$ cat src/rtl/mdio_mgmt_pkg.sv
package mdio_mgmt_pkg;

  localparam int FRAME_BITS = 64;
  localparam int RELEASE_AT = 46;
  localparam int DATA_FIRST = 48;

  localparam int PK_GO    = 15;
  localparam int PK_C22   = 12;
  localparam logic [1:0] OP_WR = 2'b01;
  localparam logic [1:0] OP_RD = 2'b10;
  localparam int LG_WREQ  = 27;
  localparam int LG_RREQ  = 26;

  localparam logic [1:0] A_CMD  = 2'd0;
  localparam logic [1:0] A_DATA = 2'd1;
  localparam logic [1:0] A_FEAT = 2'd2;

  typedef struct packed {
    logic        go;
    logic        rd;
    logic [4:0]  phy;
    logic [4:0]  regad;
    logic [15:0] wdat;
  } cmd_t;

  function automatic cmd_t decode_cmd(input logic [31:0] w, input logic pk,
                                      input logic [31:0] dat);
    cmd_t c;
    c = '0;
    if (pk) begin
      c.phy   = w[9:5];
      c.regad = w[4:0];
      c.wdat  = w[31:16];
      c.rd    = (w[11:10] == OP_RD);
      c.go    = w[PK_GO] & w[PK_C22] & ((w[11:10] == OP_WR) | (w[11:10] == OP_RD));
    end else begin
      c.phy   = w[20:16];
      c.regad = w[25:21];
      c.wdat  = dat[15:0];
      c.rd    = ~w[LG_WREQ] & w[LG_RREQ];
      c.go    = w[LG_WREQ] | w[LG_RREQ];
    end
    return c;
  endfunction

  function automatic logic [63:0] build_frame(input cmd_t c);
    return {32'hFFFF_FFFF, 2'b01, (c.rd ? OP_RD : OP_WR), c.phy, c.regad,
            (c.rd ? 2'b11 : 2'b10), (c.rd ? 16'hFFFF : c.wdat)};
  endfunction

  function automatic logic [31:0] stored_word(input logic [31:0] w, input logic pk,
                                              input cmd_t c);
    logic [31:0] r;
    r = w;
    if (pk && !c.go) r[PK_GO] = 1'b0;
    if (!pk && w[LG_WREQ]) r[LG_RREQ] = 1'b0;
    return r;
  endfunction

  function automatic logic [31:0] retire_word(input logic [31:0] w, input logic pk);
    logic [31:0] r;
    r = w;
    if (pk) r[PK_GO] = 1'b0;
    else begin
      r[LG_WREQ] = 1'b0;
      r[LG_RREQ] = 1'b0;
    end
    return r;
  endfunction

  function automatic logic [31:0] place_read(input logic pk, input logic [15:0] d);
    return pk ? {16'h0000, d} : {d, 16'h0000};
  endfunction

endpackage

$ cat src/rtl/mdc_divider.sv
module mdc_divider #(
  parameter int HALF = 4,
  localparam int CW = (HALF > 1) ? $clog2(HALF) : 1
) (
  input  logic clk,
  input  logic rst_n,
  input  logic en,
  output logic tick
);
  generate
    if (HALF == 1) begin : g_every
      assign tick = en;
    end else begin : g_count
      localparam logic [CW-1:0] TOP = CW'(HALF - 1);
      logic [CW-1:0] cnt_q;
      always_ff @(posedge clk) begin
        if (!rst_n || !en) cnt_q <= '0;
        else if (cnt_q == TOP) cnt_q <= '0;
        else cnt_q <= cnt_q + 1'b1;
      end
      assign tick = en & (cnt_q == TOP);
    end
  endgenerate
endmodule

$ cat src/rtl/mdio_cmd_decode.sv
module mdio_cmd_decode
  import mdio_mgmt_pkg::*;
(
  input  logic [31:0] word,
  input  logic        pk,
  input  logic [31:0] dat,
  output cmd_t        cmd,
  output logic [31:0] keep_word,
  output logic [63:0] frame
);
  always_comb begin
    cmd       = decode_cmd(word, pk, dat);
    keep_word = stored_word(word, pk, cmd);
    frame     = build_frame(cmd);
  end
endmodule

$ cat src/rtl/mdio_frame_engine.sv
module mdio_frame_engine #(
  parameter int NBITS   = 64,
  parameter int REL_AT  = 46,
  parameter int DAT_AT  = 48,
  localparam int IW = $clog2(NBITS)
) (
  input  logic             clk,
  input  logic             rst_n,
  input  logic             start,
  input  logic             start_rd,
  input  logic [NBITS-1:0] start_frame,
  input  logic             tick,
  input  logic             mdio_i,
  output logic             mdc,
  output logic             mdio_o,
  output logic             mdio_oe,
  output logic             busy,
  output logic             run_rd,
  output logic             rise_ev,
  output logic             fall_ev,
  output logic             done_ev,
  output logic [IW-1:0]    bit_idx,
  output logic [15:0]      rd_data
);
  localparam logic [IW-1:0] LAST = IW'(NBITS - 1);
  localparam logic [IW-1:0] REL  = IW'(REL_AT);
  localparam logic [IW-1:0] DAT  = IW'(DAT_AT);

  logic             busy_q, mdc_q, rd_q;
  logic [IW-1:0]    idx_q;
  logic [NBITS-1:0] sh_q;
  logic [15:0]      cap_q;

  assign rise_ev = busy_q & tick & ~mdc_q;
  assign fall_ev = busy_q & tick & mdc_q;
  assign done_ev = fall_ev & (idx_q == LAST);

  always_ff @(posedge clk) begin
    if (!rst_n) begin
      busy_q <= 1'b0;
      mdc_q  <= 1'b0;
      rd_q   <= 1'b0;
      idx_q  <= '0;
      sh_q   <= '0;
      cap_q  <= '0;
    end else if (start && !busy_q) begin
      busy_q <= 1'b1;
      mdc_q  <= 1'b0;
      rd_q   <= start_rd;
      idx_q  <= '0;
      sh_q   <= start_frame;
    end else begin
      if (rise_ev) begin
        mdc_q <= 1'b1;
        if (rd_q && idx_q >= DAT) cap_q <= {cap_q[14:0], mdio_i};
      end
      if (fall_ev) begin
        mdc_q <= 1'b0;
        if (idx_q == LAST) busy_q <= 1'b0;
        else begin
          idx_q <= idx_q + 1'b1;
          sh_q  <= {sh_q[NBITS-2:0], 1'b0};
        end
      end
    end
  end

  assign mdc     = mdc_q;
  assign busy    = busy_q;
  assign run_rd  = rd_q;
  assign bit_idx = idx_q;
  assign rd_data = cap_q;
  assign mdio_o  = busy_q & sh_q[NBITS-1];
  assign mdio_oe = busy_q & (~rd_q | (idx_q < REL));
endmodule

$ cat src/rtl/mdio_mgmt_ctrl.sv
module mdio_mgmt_ctrl
  import mdio_mgmt_pkg::*;
#(
  parameter int CLK_DIV = 8,
  localparam int HALF = CLK_DIV / 2,
  localparam int IW = $clog2(FRAME_BITS)
) (
  input  logic        clk,
  input  logic        rst_n,
  input  logic        reg_we,
  input  logic [1:0]  reg_waddr,
  input  logic [31:0] reg_wdata,
  input  logic [1:0]  reg_raddr,
  output logic [31:0] reg_rdata,
  output logic        mdc,
  output logic        mdio_o,
  output logic        mdio_oe,
  input  logic        mdio_i
);
  logic [31:0] cmd_q, dat_q;
  logic        pk_q, run_pk_q;

  cmd_t        dec;
  logic [31:0] keep_word;
  logic [63:0] dec_frame;

  logic          eng_busy, eng_run_rd, eng_rise, eng_fall, eng_done, tick;
  logic [IW-1:0] eng_idx;
  logic [15:0]   eng_rd;
  logic          cmd_wr, launch;

  mdio_cmd_decode u_dec (
    .word(reg_wdata), .pk(pk_q), .dat(dat_q),
    .cmd(dec), .keep_word(keep_word), .frame(dec_frame)
  );

  mdc_divider #(.HALF(HALF)) u_div (
    .clk(clk), .rst_n(rst_n), .en(eng_busy), .tick(tick)
  );

  assign cmd_wr = reg_we & (reg_waddr == A_CMD);
  assign launch = cmd_wr & ~eng_busy & dec.go;

  mdio_frame_engine #(.NBITS(FRAME_BITS), .REL_AT(RELEASE_AT), .DAT_AT(DATA_FIRST)) u_eng (
    .clk(clk), .rst_n(rst_n), .start(launch), .start_rd(dec.rd),
    .start_frame(dec_frame), .tick(tick), .mdio_i(mdio_i),
    .mdc(mdc), .mdio_o(mdio_o), .mdio_oe(mdio_oe), .busy(eng_busy),
    .run_rd(eng_run_rd), .rise_ev(eng_rise), .fall_ev(eng_fall),
    .done_ev(eng_done), .bit_idx(eng_idx), .rd_data(eng_rd)
  );

  always_ff @(posedge clk) begin
    if (!rst_n) begin
      cmd_q    <= '0;
      dat_q    <= '0;
      pk_q     <= 1'b0;
      run_pk_q <= 1'b0;
    end else begin
      if (cmd_wr && !eng_busy) begin
        cmd_q    <= keep_word;
        run_pk_q <= pk_q;
      end
      if (reg_we && reg_waddr == A_DATA) dat_q <= reg_wdata;
      if (reg_we && reg_waddr == A_FEAT) pk_q <= reg_wdata[0];
      if (eng_done) begin
        cmd_q <= retire_word(cmd_q, run_pk_q);
        if (eng_run_rd) dat_q <= place_read(run_pk_q, eng_rd);
      end
    end
  end

  always_comb begin
    case (reg_raddr)
      A_CMD:   reg_rdata = cmd_q;
      A_DATA:  reg_rdata = dat_q;
      A_FEAT:  reg_rdata = {31'd0, pk_q};
      default: reg_rdata = '0;
    endcase
  end
endmodule

$ cat config.mk
export PLATFORM = sky130hd
export DESIGN_NAME = mdio_mgmt_ctrl
export DESIGN_NICKNAME = d
export VERILOG_FILES = /design/src/rtl/mdio_mgmt_pkg.sv /design/src/rtl/mdc_divider.sv /design/src/rtl/mdio_cmd_decode.sv /design/src/rtl/mdio_frame_engine.sv /design/src/rtl/mdio_mgmt_ctrl.sv
export SDC_FILE = /design/constraint.sdc
export NUM_CORES = 1
export LEC_CHECK = 0
export ABC_AREA = 1
export BUFFER_PORTS_ARGS = -buffer_cell sky130_fd_sc_hd__buf_2
export CAP_MARGIN = 20
export CORE_UTILIZATION = 50
export DETAILED_ROUTE_END_ITERATION = 7
export HOLD_SLACK_MARGIN = 0.02
export PLACE_DENSITY_LB_ADDON = 0.08
export RECOVER_POWER = 100
export SLEW_MARGIN = 20
export SYNTH_ARGS = -nofsm -noshare
export SYNTH_HDL_FRONTEND = slang
export SYNTH_SLANG_ARGS = --single-unit
$ cat constraint.sdc
create_clock -name clk -period 3.7 [get_ports clk]
set_input_delay 0.185 -clock clk [delete_from_list [all_inputs] [get_ports clk]]
set_output_delay 0.185 -clock clk [all_outputs]
set_load 0.01 [all_outputs]
==> report_table.html, run 1 <==
<table>
<tr><th>Metric</th><th>Value</th></tr>
<tr><th colspan="2">Global routing</th></tr>
<tr><td>Total track usage</td><td>a little over a quarter</td></tr>
<tr><td>Number of global-route vias before repair</td><td>about 6000</td></tr>
<tr><td>Maximum number of pins on one net before global-route repair</td><td>78</td></tr>
<tr><td>First-pass GRT wire length</td><td>roughly 32 mm</td></tr>
<tr><td>GRT Residual Overflow</td><td>0</td></tr>
<tr><td>Number of antenna violations at the first check in global routing</td><td>0</td></tr>
<tr><th colspan="2">Critical path</th></tr>
<tr><td>Path type of the worst setup path</td><td>in -&gt; out</td></tr>
<tr><td>Start point of the critical path</td><td>reg_raddr[1]</td></tr>
<tr><td>Endpoint of the worst setup timing path</td><td>reg_rdata[24]</td></tr>
<tr><td>CP Data Required Time</td><td>about 3.5 ns</td></tr>
<tr><td>Path depth of the worst reg2reg path</td><td>8</td></tr>
<tr><td>Worst Setup End Kind</td><td>primary output</td></tr>
<tr><td>Worst EP arrival</td><td>~2.5 ns</td></tr>
<tr><td>Worst r2r dst</td><td>u_eng.sh_q[29]</td></tr>
<tr><td>RR Startpoint</td><td>pk_q</td></tr>
<tr><td>Startpoint types</td><td>input port</td></tr>
<tr><td>Setup slack on the worst flop-to-flop path</td><td>around 1.0 ns</td></tr>
<tr><td>Largest fanout of any net on the critical path</td><td>17</td></tr>
<tr><th colspan="2">Final layout</th></tr>
<tr><td>Area growth from synthesis to layout</td><td>11.1%</td></tr>
<tr><td>Ant. Diodes</td><td>0</td></tr>
<tr><td>Most frequent cells in the layout</td><td>nand2_1 (206), o21ai_0 (176), dfxtp_1 (157), nor2_1 (131), nand3_1 (97)</td></tr>
<tr><td>Share of post-route cells with drive strength above 1</td><td>approximately 8.3%</td></tr>
<tr><td>Post-layout net count</td><td>~1100</td></tr>
<tr><td>Most frequent standard cell in the layout excluding fill and tap cells</td><td>nand2_1</td></tr>
<tr><td>Final design instance area without fill</td><td>a little over 0.008 mm2</td></tr>
<tr><th colspan="2">Clock network</th></tr>
<tr><td>Clock slew at reported path FFs</td><td>0.07 ns</td></tr>
<tr><td>Setup fix buffers added after clock tree synthesis</td><td>0</td></tr>
<tr><td>H-tree depth</td><td>4</td></tr>
<tr><td>TritonCTS sink count</td><td>around 160</td></tr>
<tr><td>Clock Path Buffers</td><td>2</td></tr>
<tr><td>Cts repair resizes</td><td>0</td></tr>
<tr><td>CTS buffer count</td><td>17</td></tr>
<tr><td>Hold buffers post-CTS</td><td>3</td></tr>
<tr><td>Clk root buf</td><td>clkbuf_16</td></tr>
<tr><td>TritonCTS clock tree</td><td>built</td></tr>
<tr><td>Insertion delay to the later sink of the worst-skew pair</td><td>between 0.4 and 0.5 ns</td></tr>
<tr><th colspan="2">Die</th></tr>
<tr><td>Total Die Area</td><td>0.0154 mm2</td></tr>
<tr><td>DIE WIDTH</td><td>~120 um</td></tr>
<tr><td>Die height</td><td>between 100 and 150 um</td></tr>
<tr><td>Core ar.</td><td>about 0.015 mm2</td></tr>
<tr><td>Number of top-level design ports</td><td>between 70 and 80</td></tr>
<tr><td>Count of standard-cell rows</td><td>44</td></tr>
<tr><td>Initial cell density of the core</td><td>between 50% and 60%</td></tr>
<tr><th colspan="2">Placement</th></tr>
<tr><td>Buffers added on ports</td><td>74</td></tr>
<tr><td>GPL Wtd Cong</td><td>roughly 0.80</td></tr>
<tr><td>Post-Place Setup Slack</td><td>approximately 1.5 ns</td></tr>
<tr><td>DPL Wire Length</td><td>13.3 mm</td></tr>
<tr><td>Placed instance area</td><td>between 0.007 and 0.008 mm2</td></tr>
<tr><th colspan="2">Detailed routing</th></tr>
<tr><td>Average routed wire per standard cell</td><td>roughly 16 um</td></tr>
<tr><td>Count of TritonRoute iterations in the first routing pass</td><td>6</td></tr>
<tr><td>Routed Wire Length</td><td>roughly 21 mm</td></tr>
<tr><td>Count of unresolved DRC violations after routing</td><td>0</td></tr>
<tr><td>Starting DRC count in detailed routing</td><td>between 600 and 700</td></tr>
<tr><td>ANT nets after route</td><td>0</td></tr>
<tr><td>Total number of vias</td><td>slightly above 7000</td></tr>
<tr><td>Drt via density</td><td>5.44</td></tr>
<tr><th colspan="2">Timing</th></tr>
<tr><td>Max-slew violation count</td><td>0</td></tr>
<tr><td>Count of final hold-check violations</td><td>0</td></tr>
<tr><td>F_max</td><td>~380 MHz</td></tr>
<tr><td>Unrepaired setup endpoints after global routing</td><td>false</td></tr>
<tr><td>Worst Skew</td><td>between 0.008 and 0.009 ns</td></tr>
<tr><td>Minimum period implied by the final worst setup slack</td><td>roughly 2.7 ns</td></tr>
<tr><td>Post-route fraction of the period consumed by the critical path</td><td>~70%</td></tr>
<tr><td>Count of endpoints failing setup in the final report</td><td>0</td></tr>
<tr><td>Setup TNS after final layout</td><td>0 ns</td></tr>
<tr><td>Worst-margin pin slew</td><td>~1.3 ns</td></tr>
<tr><td>Post-route worst hold slack</td><td>approximately 0.027 ns</td></tr>
<tr><td>Final worst slack</td><td>between 1 and 1.5 ns</td></tr>
<tr><td>Tightest slew margin relative to the limit</td><td>between 10% and 20%</td></tr>
<tr><th colspan="2">Status</th></tr>
<tr><td>Status</td><td>complete, no violations</td></tr>
<tr><th colspan="2">Job</th></tr>
<tr><td>Maximum capacitance violations</td><td>0</td></tr>
<tr><th colspan="2">Yosys</th></tr>
<tr><td>Syn_area_per_cell</td><td>roughly 7 um2</td></tr>
<tr><td>Number of storage elements in the synthesis netlist</td><td>around 160</td></tr>
<tr><td>Warnings, synthesis</td><td>0</td></tr>
<tr><td>Fraction of the yosys area taken by sequential cells</td><td>between 40% and 50%</td></tr>
<tr><td>Syn_nets</td><td>about 1100</td></tr>
<tr><td>Distinct cell type count of the synthesized netlist</td><td>33</td></tr>
<tr><td>Netlist area before placement</td><td>0.00746 mm2</td></tr>
<tr><td>Instance count of the mapped netlist</td><td>between 1000 and 1500</td></tr>
<tr><th colspan="2">Hold path</th></tr>
<tr><td>Path category of the worst min-delay check</td><td>in -&gt; reg</td></tr>
<tr><th colspan="2">Pwr</th></tr>
<tr><td>Leakage power summed over all cells</td><td>roughly 3.8 nW</td></tr>
<tr><td>Pwr Density</td><td>between 400 and 500 mW/mm2</td></tr>
<tr><td>Largest voltage drop on the vdd net</td><td>roughly 310 uV</td></tr>
</table>
## state kept, by name, indices dropped and copies added, names as in the netlist
| signal | count |
|---|---|
| u_eng.sh_q | 64 |
| cmd_q | 32 |
| dat_q | 32 |
| u_eng.rd_data | 16 |
| u_eng.bit_idx | 6 |
| u_div.g_count.cnt_q | 2 |
| pk_q | 1 |
| run_pk_q | 1 |
| u_eng.busy | 1 |
| u_eng.mdc | 1 |
| u_eng.run_rd | 1 |
## critical path, cell delays in order
cell,delay (ns)
buf_2,0.12
nor2_1,0.99
clkbuf_1,0.70
a22o_1,0.27
clkbuf_1,0.20
## worst min path at each step
stage,startpoint,endpoint,depth (start not counted)
after detailed placement,u_div.g_count.cnt_q[0],u_div.g_count.cnt_q[0],1
after global placement,u_div.g_count.cnt_q[0],u_div.g_count.cnt_q[0],1
after global routing,reg_wdata[6],cmd_q[6],3
after floorplan,reg_wdata[11],cmd_q[11],2
final,reg_wdata[6],cmd_q[6],3
after CTS,reg_wdata[8],cmd_q[8],3
## metrics by stage
step / power [mW] / utilization, % / cells
finish: 3.94 / 57.0 / 1303
floorplan: 2.02 / - / 1079
CTS: 3.96 / 57.3 / 1302
global placement: 2.12 / 52.8 / 1267
global route: 4.08 / 57.0 / 1303
detailed placement: 2.12 / 52.8 / 1267
## layer usage
layer / vias to the layer above / routed length (um) / GRT usage, %
met1: 3233 / 9800 / 39.3
li1: 3584 / - / -
met5: - / 0 / 0
met3: 21 / 1530 / 5.77
met2: 248 / 8870 / 40.1
met4: 0 / 316 / 9.15
## power by group
group	total, mW	internal, mW	switching (mW)
clock network	1.85	1.09	0.767
registers	1.78	1.75	0.0319
logic	0.302	0.0935	0.208
## kinds of logic after synthesis
| logic type | count (synthesis) | share of synthesized area (%) |
|---|---|---|
| XOR/XNOR | 1 | 0.117 |
| adder cells (fa/ha/maj) | 3 | 0.503 |
| flip-flops | 157 | 42.1 |
| buffers and inverters | 176 | 11.0 |
| AO/OA/AOI/OAI | 291 | 20.4 |
| AND/OR/NAND/NOR | 451 | 25.8 |
## cells in the mapped netlist (all sizes together)
master / n / area [um2]
nand2: 211 / 830
clkinv: 1 / 3.75
clkbuf: 31 / 116
nor3: 3 / 26.3
xnor2: 1 / 8.76
inv: 99 / 377
o21ai: 187 / 936
ha: 3 / 37.5
dfxtp: 157 / 3140
nor2: 135 / 534
buf: 45 / 323
o211ai: 2 / 15.0
or2: 1 / 6.26
nand3: 98 / 508
nand3b: 2 / 15.0
a21oi: 84 / 420
o31ai: 1 / 7.51
nand4: 1 / 6.26
a22o: 16 / 140
o22ai: 1 / 6.26
## cell type report
class / count / area, um2
fill: 1475 / 6250
multi-input combinational: 746 / 3470
sequential: 157 / 3140
clock buffer: 17 / 425
timing repair buffer: 84 / 425
inverter: 100 / 380
tap: 184 / 230
clock inverter: 15 / 205
(Power assumes the default switching activity.)
==> run 2: changes to the inputs <==
==> constraint.sdc (replaced) <==
create_clock -name clk -period 2.6 [get_ports clk]
set_input_delay 0.13 -clock clk [delete_from_list [all_inputs] [get_ports clk]]
set_output_delay 0.13 -clock clk [all_outputs]
set_load 0.01 [all_outputs]
==> run 2 against run 1 <==
  * Via count is 0.17% lower
  * Critical path type is now reg -> reg
  * Non-clock buffer count is 27 higher
  * Sequential power is 42% higher
  * Clock power is 36% higher
  * Highest routed layer unchanged
  * Utilization is 1.4 points higher
  * Largest cell class unchanged
  * Count of clock-buffer cells in the layout is 4 higher
==> report_table.html, run 2 (same netlist as run 1, synthesis figures left out) <==
<table>
<tr><th>Metric</th><th>Value</th></tr>
<tr><th colspan="2">Detailed routing</th></tr>
<tr><td>Total number of vias</td><td>approximately 7100</td></tr>
<tr><td>Drt via density</td><td>approximately 5.3</td></tr>
<tr><td>ANT nets after route</td><td>0</td></tr>
<tr><td>Average routed wire per standard cell</td><td>roughly 15 um</td></tr>
<tr><td>Count of TritonRoute iterations in the first routing pass</td><td>6</td></tr>
<tr><td>Count of unresolved DRC violations after routing</td><td>0</td></tr>
<tr><td>Starting DRC count in detailed routing</td><td>around 690</td></tr>
<tr><td>Routed Wire Length</td><td>roughly 20 mm</td></tr>
<tr><th colspan="2">Die</th></tr>
<tr><td>Total Die Area</td><td>~0.015 mm2</td></tr>
<tr><td>DIE WIDTH</td><td>around 120 um</td></tr>
<tr><td>Die height</td><td>about 120 um</td></tr>
<tr><td>Core ar.</td><td>0.0145 mm2</td></tr>
<tr><td>Number of top-level design ports</td><td>75</td></tr>
<tr><td>Initial cell density of the core</td><td>just over 50%</td></tr>
<tr><td>Count of standard-cell rows</td><td>44</td></tr>
<tr><th colspan="2">Job</th></tr>
<tr><td>Maximum capacitance violations</td><td>0</td></tr>
<tr><th colspan="2">Timing</th></tr>
<tr><td>Post-route worst hold slack</td><td>0.0472 ns</td></tr>
<tr><td>Setup TNS after final layout</td><td>0 ns</td></tr>
<tr><td>Worst-margin pin slew</td><td>between 0.8 and 0.9 ns</td></tr>
<tr><td>Tightest slew margin relative to the limit</td><td>~44%</td></tr>
<tr><td>Worst Skew</td><td>a little over 0.008 ns</td></tr>
<tr><td>Post-route fraction of the period consumed by the critical path</td><td>82.9%</td></tr>
<tr><td>Count of final hold-check violations</td><td>0</td></tr>
<tr><td>F_max</td><td>464 MHz</td></tr>
<tr><td>Minimum period implied by the final worst setup slack</td><td>2.16 ns</td></tr>
<tr><td>Unrepaired setup endpoints after global routing</td><td>false</td></tr>
<tr><td>Count of endpoints failing setup in the final report</td><td>0</td></tr>
<tr><td>Final worst slack</td><td>0.443 ns</td></tr>
<tr><td>Max-slew violation count</td><td>0</td></tr>
<tr><th colspan="2">Pwr</th></tr>
<tr><td>Leakage power summed over all cells</td><td>roughly 3.9 nW</td></tr>
<tr><td>Largest voltage drop on the vdd net</td><td>~480 uV</td></tr>
<tr><td>Pwr Density</td><td>~650 mW/mm2</td></tr>
<tr><th colspan="2">Critical path</th></tr>
<tr><td>Path type of the worst setup path</td><td>reg -&gt; reg</td></tr>
<tr><td>Path depth of the worst reg2reg path</td><td>8</td></tr>
<tr><td>Worst Setup End Kind</td><td>flip-flop</td></tr>
<tr><td>Worst r2r dst</td><td>u_eng.sh_q[48]</td></tr>
<tr><td>Worst EP arrival</td><td>between 2 and 3 ns</td></tr>
<tr><td>Setup slack on the worst flop-to-flop path</td><td>0.44 ns</td></tr>
<tr><td>RR Startpoint</td><td>u_eng.bit_idx[0]</td></tr>
<tr><td>Largest fanout of any net on the critical path</td><td>45</td></tr>
<tr><td>Startpoint types</td><td>flip-flop</td></tr>
<tr><td>CP Data Required Time</td><td>slightly below 3 ns</td></tr>
<tr><th colspan="2">Final layout</th></tr>
<tr><td>End-of-flow core utilization</td><td>about 58%</td></tr>
<tr><td>Fillers</td><td>1482</td></tr>
<tr><td>Ant. Diodes</td><td>0</td></tr>
<tr><td>Share of post-route cells with drive strength above 1</td><td>8.90%</td></tr>
<tr><td>Most frequent cells in the layout</td><td>nand2_1 (204), o21ai_0 (176), dfxtp_1 (157), nor2_1 (129), nand3_1 (97)</td></tr>
<tr><td>Sequential Area</td><td>roughly 0.0031 mm2</td></tr>
<tr><td>Max reg flops</td><td>64</td></tr>
<tr><td>Area growth from synthesis to layout</td><td>13.9%</td></tr>
<tr><td>Post-layout net count</td><td>1176</td></tr>
<tr><td>Biggest register</td><td>u_eng.sh_q</td></tr>
<tr><td>Most frequent standard cell in the layout excluding fill and tap cells</td><td>nand2_1</td></tr>
<tr><td>Combined area of the multi-input logic cells</td><td>between 0.003 and 0.004 mm2</td></tr>
<tr><td>Registers with the most flip-flops</td><td>u_eng.sh_q (64), cmd_q (32), dat_q (32)</td></tr>
<tr><th colspan="2">Clock network</th></tr>
<tr><td>Clock slew at reported path FFs</td><td>0.06 ns</td></tr>
<tr><td>CTS buffer count</td><td>17</td></tr>
<tr><td>Hold buffers post-CTS</td><td>22</td></tr>
<tr><td>Insertion delay to the later sink of the worst-skew pair</td><td>0.44 ns</td></tr>
<tr><td>Clock Path Buffers</td><td>2</td></tr>
<tr><td>Clk root buf</td><td>clkbuf_16</td></tr>
<tr><td>H-tree depth</td><td>4</td></tr>
<tr><td>TritonCTS clock tree</td><td>built</td></tr>
<tr><td>Cts repair resizes</td><td>0</td></tr>
<tr><td>TritonCTS sink count</td><td>around 160</td></tr>
<tr><td>Setup fix buffers added after clock tree synthesis</td><td>0</td></tr>
<tr><th colspan="2">Hold path</th></tr>
<tr><td>Depth of the worst hold-timing path</td><td>3</td></tr>
<tr><td>Worst Hold End</td><td>cmd_q[28]</td></tr>
<tr><td>Launch instance of the worst min-delay path</td><td>reg_wdata[28]</td></tr>
<tr><td>Path category of the worst min-delay check</td><td>in -&gt; reg</td></tr>
<tr><th colspan="2">Global routing</th></tr>
<tr><td>Maximum number of pins on one net before global-route repair</td><td>81</td></tr>
<tr><td>Total track usage</td><td>between 20% and 30%</td></tr>
<tr><td>First-pass GRT wire length</td><td>between 30 and 40 mm</td></tr>
<tr><td>Number of antenna violations at the first check in global routing</td><td>0</td></tr>
<tr><td>Number of global-route vias before repair</td><td>~6100</td></tr>
<tr><td>GRT Residual Overflow</td><td>0</td></tr>
<tr><th colspan="2">Placement</th></tr>
<tr><td>DPL Wire Length</td><td>approximately 13 mm</td></tr>
<tr><td>Post-Place Setup Slack</td><td>0.641 ns</td></tr>
<tr><td>Buffers added on ports</td><td>between 70 and 80</td></tr>
<tr><td>GPL Wtd Cong</td><td>a little over 0.8</td></tr>
<tr><th colspan="2">Status</th></tr>
<tr><td>Status</td><td>complete, no violations</td></tr>
</table>
## run 2: cell count changes in the layout (fill, tap and decap cells not counted), moves of 2 or more
| cell | previous run | this run |
|---|---|---|
| buf_4 | 4 | 8 |
| nand2_2 | 1 | 3 |
| nor2_1 | 131 | 129 |
| nand2_1 | 206 | 204 |
| clkinvlp_4 | 4 | 2 |
| clkbuf_1 | 34 | 37 |
| clkbuf_8 | 0 | 2 |
| inv_8 | 3 | 0 |
| clkbuf_2 | 2 | 4 |
| dlygate4sd3_1 | 3 | 22 |
## run 2: layer usage
layer	vias to the layer above	share of wire (%)	wire, um	GRT usage (%)
met4	0	1.8	370	9.08
met3	33	7.1	1440	6.82
met1	3199	49	9880	40.2
met2	210	43	8660	39.5
met5	-	0	0	0
li1	3632	-	-	-
## run 2: worst max-delay path: stages (launching register included)
cell	delay [ns]
dfxtp_1	0.40
ha_1	0.21
inv_1	0.05
nor2_1	0.12
nand2_2	0.13
nand2_4	0.41
clkbuf_2	0.48
nor2_1	0.11
o21ai_1	0.15
## run 2: layout make-up
class / count / area share, %
Tap cell: 184 / 2.71
Clock inverter: 11 / 1.56
Inverter: 100 / 4.48
Sequential cell: 157 / 37.0
Clock buffer: 21 / 5.42
Multi-Input combinational cell: 746 / 41.1
Timing Repair Buffer: 111 / 7.73
## run 2: power breakdown
part	internal [mW]	total (mW)	switching, mW	leakage, nW
Sequential	2.49	2.53	0.0412	1.28
Combinational	0.157	0.464	0.306	2.31
Clock	1.48	2.51	1.04	0.285
## run 2: worst max-delay path by stage
stage	start	endpoint	slack, ns
after global routing	u_eng.bit_idx[0]	u_eng.sh_q[48]	0.23
after global placement	u_eng.bit_idx[0]	u_eng.sh_q[56]	0.70
final	u_eng.bit_idx[0]	u_eng.sh_q[48]	0.44
after CTS	u_eng.bit_idx[0]	u_eng.sh_q[48]	0.62
after floorplan	u_eng.bit_idx[0]	dat_q[16]	1.12
after detailed placement	u_eng.bit_idx[0]	u_eng.sh_q[58]	0.64
## run 2: metrics by stage
step                power, mW  area, um2  cells
CTS                      5.55       8570   1330
floorplan                2.88       7460   1079
global route             5.72       8490   1330
detailed placement       3.02       7750   1276
global placement         3.02       7750   1276
finish                   5.51       8490   1330
